==> src/rtl/pin_capture_sampler.sv <==
module pin_capture_sampler #(
  parameter int PINS       = 8,
  parameter int FIFO_DEPTH = 4,
  parameter int RING_DEPTH = 16,
  parameter int DIV_W      = 8,
  parameter int CNT_W      = 4
) (
  input  logic             clk,
  input  logic             rst_n,
  input  logic             en,
  input  logic [DIV_W-1:0] div,
  input  logic [PINS-1:0]  pins,
  input  logic             drain_ok,
  input  logic             rd_en,
  output logic [PINS-1:0]  rd_data,
  output logic             rd_empty,
  output logic             done,
  output logic             ovf,
  output logic [CNT_W-1:0] fifo_drops,
  output logic [CNT_W-1:0] ring_drops
);
  localparam int FA = (FIFO_DEPTH > 1) ? $clog2(FIFO_DEPTH) : 1;
  localparam int RA = (RING_DEPTH > 1) ? $clog2(RING_DEPTH) : 1;
  localparam logic [CNT_W-1:0] CMAX = '1;

  logic [PINS-1:0]  sync1, sync2;
  logic             run_q, stopped;
  logic [DIV_W-1:0] cnt;
  logic [PINS-1:0]  fifo [FIFO_DEPTH];
  logic [FA-1:0]    fwp, frp;
  logic [FA:0]      fcnt;
  logic [PINS-1:0]  ring [RING_DEPTH];
  logic [RA-1:0]    rwp, rrp;
  logic [RA:0]      rcnt;

  wire start     = en & ~run_q;
  wire tick      = en & (cnt == '0);
  wire fifo_full = fcnt == (FA+1)'(FIFO_DEPTH);
  wire push      = tick & ~fifo_full;
  wire fdrop     = tick & fifo_full;
  wire pop       = drain_ok & (fcnt != '0);
  wire ring_full = rcnt == (RA+1)'(RING_DEPTH);
  wire rpush     = pop & ~ring_full;
  wire rdrop     = pop & ring_full;
  wire rpop      = rd_en & (rcnt != '0);

  assign rd_data  = ring[rrp];
  assign rd_empty = rcnt == '0;
  assign done     = stopped & (fcnt == '0);

  always_ff @(posedge clk or negedge rst_n) begin
    if (!rst_n) begin
      sync1 <= '0;
      sync2 <= '0;
      run_q <= 1'b0;
      stopped <= 1'b0;
      cnt <= '0;
    end else begin
      sync1 <= pins;
      sync2 <= sync1;
      run_q <= en;
      if (start) stopped <= 1'b0;
      else if (!en && run_q) stopped <= 1'b1;
      cnt <= (!en || cnt >= div) ? '0 : cnt + 1'b1;
    end
  end

  always_ff @(posedge clk or negedge rst_n) begin
    if (!rst_n) begin
      fwp <= '0;
      frp <= '0;
      fcnt <= '0;
      rwp <= '0;
      rrp <= '0;
      rcnt <= '0;
    end else begin
      if (push) fwp <= fwp + 1'b1;
      if (pop) frp <= frp + 1'b1;
      fcnt <= fcnt + (FA+1)'(push) - (FA+1)'(pop);
      if (rpush) rwp <= rwp + 1'b1;
      if (rpop) rrp <= rrp + 1'b1;
      rcnt <= rcnt + (RA+1)'(rpush) - (RA+1)'(rpop);
    end
  end

  always_ff @(posedge clk) begin
    if (push) fifo[fwp] <= sync2;
    if (rpush) ring[rwp] <= fifo[frp];
  end

  always_ff @(posedge clk or negedge rst_n) begin
    if (!rst_n) begin
      ovf <= 1'b0;
      fifo_drops <= '0;
      ring_drops <= '0;
    end else if (start) begin
      ovf <= fdrop;
      fifo_drops <= CNT_W'(fdrop);
      ring_drops <= CNT_W'(rdrop);
    end else begin
      if (fdrop) ovf <= 1'b1;
      if (fdrop && fifo_drops != CMAX) fifo_drops <= fifo_drops + 1'b1;
      if (rdrop && ring_drops != CMAX) ring_drops <= ring_drops + 1'b1;
    end
  end
endmodule


==> config.mk <==
export PLATFORM = sky130hd
export DESIGN_NAME = pin_capture_sampler
export DESIGN_NICKNAME = d
export VERILOG_FILES = /design/src/rtl/pin_capture_sampler.sv
export SDC_FILE = /design/constraint.sdc
export NUM_CORES = 1
export LEC_CHECK = 0
export BUFFER_PORTS_ARGS = -buffer_cell sky130_fd_sc_hd__buf_2
export CORE_ASPECT_RATIO = 0.5
export CORE_MARGIN = 1
export CORE_UTILIZATION = 61
export CTS_CLUSTER_DIAMETER = 40
export DETAILED_ROUTE_END_ITERATION = 6
export GPL_TIMING_DRIVEN = 0
export PLACE_DENSITY = 0.79
export SLEW_MARGIN = 10
export SYNTH_ARGS = -nofsm -noshare
export SYNTH_HDL_FRONTEND = slang
export SYNTH_SLANG_ARGS = --single-unit
==> constraint.sdc <==
create_clock -name clk -period 3.3 [get_ports clk]
set_clock_uncertainty 0.2 [all_clocks]
set_input_delay 0.825 -clock clk [delete_from_list [all_inputs] [get_ports clk]]
set_output_delay 0.825 -clock clk [all_outputs]
set_load 0.05 [all_outputs]
* Word level (Yosys, flattened, before mapping)
Memory sizes are Yosys's and may differ from the RTL's.
Cells that the tools add are included.
** Storage, ports and cells
- Flip-flop bits (word level) :: 55
- Bits in writable memories :: 160
- Bits of input ports :: 21
- Output and inout bits :: 19
- Logic and storage cells :: 71
- Memories kept :: 2
** Operators by class
- Add/sub/neg operators :: 11
- Order comparisons :: 1
- Equality and inequality tests :: 4
- Multiplexer cells :: 13
- Bitwise gates (word level) :: 12
- Reduce and logical (&&, ||, !) cells :: 14
** Memories
- ring :: words 16, width 8, read ports 1, clocked after memory_dff 0, wr ports 1, line 32 : logic [PINS-1:0] ring [RING_DEPTH];
- fifo :: words 4, width 8, read ports 1, clocked after memory_dff 0, wr ports 1, line 29 : logic [PINS-1:0] fifo [FIFO_DEPTH];
** Operators by type and width (count)
- adder 4 x 1 -> 4 bit, second input constant :: 4
- two-way mux 4 bit :: 4
- bitwise AND 1 bit :: 9
- adder 8 x 1 -> 8 bit, second input constant :: 1
- greater-or-equal comparator 8 bit :: 1
- zero test 8 bit :: 1
- two-way mux 1 bit :: 8
- two-way mux 8 bit :: 1
- inequality test 4 bit, second input constant :: 2
- nonzero test 2 bit :: 4
- adder 5 x 1 -> 5 bit :: 1
- == test 5 bit, second input constant :: 1
- zero test 5 bit :: 1
- nonzero test 5 bit :: 1
- subtractor 5 x 1 -> 5 bit :: 1
- adder 2 x 1 -> 2 bit, second input constant :: 2
- adder 3 x 1 -> 3 bit :: 1
- == test 3 bit, second input constant :: 1
- logical AND 1 bit :: 3
- zero test 3 bit :: 1
- NOT 1 bit :: 3
- nonzero test 3 bit :: 1
- subtractor 3 x 1 -> 3 bit :: 1
- zero test 1 bit :: 1
- logical OR 1 bit :: 1

* Logic depth before layout (Yosys ltp)
- Depth after elaboration :: 6
- Depth in mapped cells :: 13
- Mapped depth without buffers :: 13

* Worst setup path before layout
OpenSTA, ideal clock, no wires.
- Path kind :: flip-flop to flip-flop
- Start :: reg rcnt[3]
- End :: reg rcnt[4]
- Setup time :: 0.123 ns
- Data arrival time :: 3.830 ns
- Data required time :: 2.977 ns
- Slack :: -0.853 ns
- Cell stages (with the launch flop) :: 14
- Path buffers :: 1
- Period minus slack after synthesis :: 4.153 ns
- Path through :: dfrtp_1 inv_1 ha_1 nor4b_1 nor2b_1 clkbuf_1 ha_1 inv_1 ha_1 fa_1 a21oi_1 nor2_1 nor2_1 xnor2_1
** On the way
- Elaborated cells on any way between the ends :: 7
- Classes of those cells :: 2 x add/sub; 1 x eq/ne; 3 x bitwise; 1 x reduce/logical
** RTL lines
- from (decl) :: line 34 : logic [RA:0] rcnt;
- from (signal assigned) :: line 82 : rcnt <= rcnt + (RA+1)'(rpush) - (RA+1)'(rpop);
- nonzero test 5 bit :: line 45 : wire rpop = rd_en & (rcnt != '0);
- bitwise AND 1 bit :: line 45
- named net rpop :: line 45
- subtractor 5 x 1 -> 5 bit :: line 82
The timed path passes the listed nets, and every way through them passes these cells.
A chain may end at the register's enable or synchronous reset.

* Worst setup path in the final report
- Start :: reg rrp[0]
- End :: out rd_data[0]
** On the way
- Word-level cells in the longest chain between the ends :: 1
** Ends and longest elaborated chain
- from (decl) :: line 33 : logic [RA-1:0] rwp, rrp;
- from (signal assigned) :: line 81 : if (rpop) rrp <= rrp + 1'b1;
- memory (16 x 8 bit)
- to (decl) :: line 15 : output logic [PINS-1:0] rd_data,
No other way between the ends.

==> impl_metrics.yaml <==
status:
  outcome: "finished clean"
worst_setup_path:
  endpoint: "rd_data[0]"
  reg2reg_depth: 13
  r2r-end: "rcnt[4]"
  cp_max_fo: 6
  worstPathRequired_ps: 2270
  worstSetupPathDepth: 6
  reg2reg_slack_ps: 280
  worstPathArrival_ps: 2240
  slowest_stage: "mux4_2"
  crit_buf_inv: 3
  start_kind: "flop"
  crit_path_max_incr_delay_ps: 520
  crit_start: "rrp[0]"
  worst_r2r_startpoint: "rcnt[2]"
  worstSetupPathType: "reg -> out"
  cpMostUsedCell: "buf_4"
  end_kind: "output pin"
  cp_cell_sequence: "buf_6 -> buf_4 -> mux4_2 -> a22oi_2 -> nand2_1 -> buf_4"
  cp_top_family: "multiplexers"
timing:
  fin_crit_ps: 3260
  finalHoldViolations: 0
  relSlewSlack_pct: 52.8
  rsz0062_at_grt: "true"
  finalCritPeriodShare_pct: 98.8
  finalSetupViolations: 0
  fmax_ghz: 0.307
  finalWorstSetupSlack_ps: 39.6
  worst_pin_slew_ps: 709
  slew_viol_final: 0
route:
  avgRoutedWirePerCell_um: 21.3
  drtIter0Drc: 325
  drt-pass1-iter-count: 4
  drc: 0
  num_vias: 4460
  vias_per_cell: 5.92
  postRouteAntennaNets: 0
  drt_wl_total_um: 16000
pwr:
  swShare_pct: 34.5
  p_clk_share_pct: 22.6
  p_sw_w: 0.00318
  max-vdd-ir-drop_uv: 452
  p_int_w: 0.00603
  p_per_area_nw_per_um2: 922
  combinationalPowerShare_pct: 35.7
  p_leak_nw: 3.70
  seqPwrFrac_pct: 41.6
grt:
  grt_max_degree: 56
  grt_pass1_wl_um: 25500
  grtUsageTotal_pct: 23.7
  grt_overflow: 0
  grt_pass1_vias: 4597
  antenna_found_initial: 0
synthesis:
  ys_warn_count: 0
  synth_seq_cells: 215
  synthMuxAreaShare_pct: 10.8
  syn_inst: 486
  synth_nets: 539
  synth_compound_area_share_pct: 2.97
  synth-simple-area-share_pct: 6.69
  synth-main-ff-cell: "edfxtp_1"
  mappedNetlistArea_um2: 8770
  synthXorXnorAreaFrac_pct: 2.30
  yosysSeqAreaShare_pct: 70.5
  synth_top_family_by_area: "multiplexers"
  async_flop_share_pct: 25.6
  synth-edff-count: 160
  ys_types: 48
  postSynthAreaPerCell_um2: 18.0
  synthAdderAreaFrac_pct: 4.74
floorplanning:
  num_rows: 30
  io_pins: 40
  die-area_um2: 14900
  fp.dieH_um: 86.8
  core-area_um2: 13800
  chipWidth_um: 172
  start_util_pct: 63.6
clock_network:
  cts_inserted_buffers: 19
  cts_tree: "yes"
  clock_path_buffers: 3
  clock-sinks: 215
  htreeDepth: 1
  cts_root_buf: "clkbuf_16"
  clk_pin_slew_ps: 70
  clk_latency_ps: 490
  ctsHoldBuffers: 0
cells_and_area:
  final_area_um2: 9990
  fillers: 828
  fin_nets: 603
  drive_gt1_share_pct: 26.2
  antenna_cells: 0
  areaGrowthSynthToFinish_pct: 14.0
  utilization_pct: 72.5
placed_design:
  gp_congestion: 0.798
  portBuffers: 39
  dpl_cell_area_um2: 9220
  dpl.hpwl_um: 10300
  pre_cts_ws_ps: 86.9
job:
  cap_violations: 0
worst_hold_path:
  hp-class: "reg -> reg"
[stage by stage]
step	power (W)	setup TNS, ps	hold WS, ps	instances
floorplan	0.00600	0	131	486
global placement	0.00672	0	132	717
detailed placement	0.00685	0	135	717
CTS	0.00912	0	143	750
global route	0.00961	-39.7	158	753
finish	0.00921	0	140	753
[cell families (layout without fill, tap and decap cells)]
kind of cell / count (synthesis) / after routing
adder cells (fa/ha/maj): 32 / 32
multiplexers: 44 / 44
XOR/XNOR: 23 / 23
buffers and inverters: 44 / 119
flip-flops: 215 / 215
AO/OA/AOI/OAI: 36 / 36
AND/OR/NAND/NOR: 92 / 92
[routing by layer]
metal | vias up | track usage [%] | part of all wire [%]
met5 | - | 0 | 0
met4 | 0 | 6.33 | 1.9
met3 | 22 | 4.57 | 6.1
met2 | 131 | 40.4 | 50
met1 | 2307 | 31.9 | 42
li1 | 2000 | - | -
[power groups by stage]
stage	registers (W)	logic, W	clock network (W)
6_report	0.00384	0.00329	0.00209
5_1_grt	0.00388	0.00353	0.00220
4_1_cts	0.00384	0.00317	0.00211
3_5_place_dp	0.00388	0.00296	0
3_3_place_gp	0.00385	0.00287	0
2_1_floorplan	0.00387	0.00214	0
[cell usage after synthesis (3+ instances only)]
cell	count	area, um^2
edfxtp_1	160	4800
buf_2	3	15.0
ha_1	30	375
nand4_1	3	18.8
o21ai_0	5	25.0
clkbuf_1	5	18.8
xnor2_1	14	123
nor3_1	3	15.0
mux4_2	40	901
and4_1	4	35.0
and3_1	3	18.8
nor2_1	16	60.1
nor2b_1	3	18.8
nor4b_1	3	26.3
buf_1	5	18.8
o211ai_1	3	22.5
dfrtp_1	55	1380
nand2_1	14	52.6
inv_1	28	105
and2_1	18	113
a21oi_1	4	20.0
a22oi_1	16	120
nand3_1	9	45.0
xor2_1	9	78.8
[layout by cell type, fill, tap and decap left out, types with 4 or more instances in the layout]
cell type,n
nand3_1,9
edfxtp_1,160
inv_1,28
dfrtp_1,55
clkbuf_1,8
xor2_1,9
xnor2_1,14
buf_12,4
buf_4,8
o21ai_0,5
clkbuf_16,19
a21oi_1,4
mux4_2,40
buf_2,33
and2_1,18
nor2_1,15
and4_1,4
nand2_1,12
a22oi_2,13
ha_1,30
[worst min path at each step]
stage,slack [ps],endpoint,start,cells after the start
after floorplan,130,sync2[0],sync1[0],0
after global placement,130,sync2[2],sync1[2],0
after detailed placement,130,sync2[4],sync1[4],0
after CTS,140,sync2[3],sync1[3],0
after global routing,160,sync2[5],sync1[5],0
final,140,sync2[3],sync1[3],0
[flip-flops by register name, summed over array words and instances, names as in the netlist]
name	flops
cnt	8
fcnt	3
fifo_drops	4
frp	2
run_q	1
ring	128
rrp	4
ovf	1
fifo	32
ring_drops	4
rcnt	5
sync1	8
rwp	4
stopped	1
fwp	2
sync2	8
[final cells by class]
type / count / area (um^2) / area share [%]
clock inverters: 10 / 90.1 / 0.902
plain buffers: 16 / 130 / 1.30
well taps: 192 / 240 / 2.40
multi-input cells: 227 / 2490 / 25.0
flip-flops and latches: 215 / 6180 / 61.9
repair buffers: 43 / 263 / 2.63
inverters: 28 / 105 / 1.05
clock buffers: 22 / 487 / 4.87
[timing repair]
| action | in CTS | in global routing |
|---|---|---|
| gates cloned | 0 | 0 |
| resized for setup | 27 | 16 |
| setup buffers | 1 | 3 |
| pin swaps | 0 | 5 |
| setup endpoints to repair | 8 | 8 |
| hold endpoints to repair | 0 | 0 |
(Power assumes the default switching activity.)
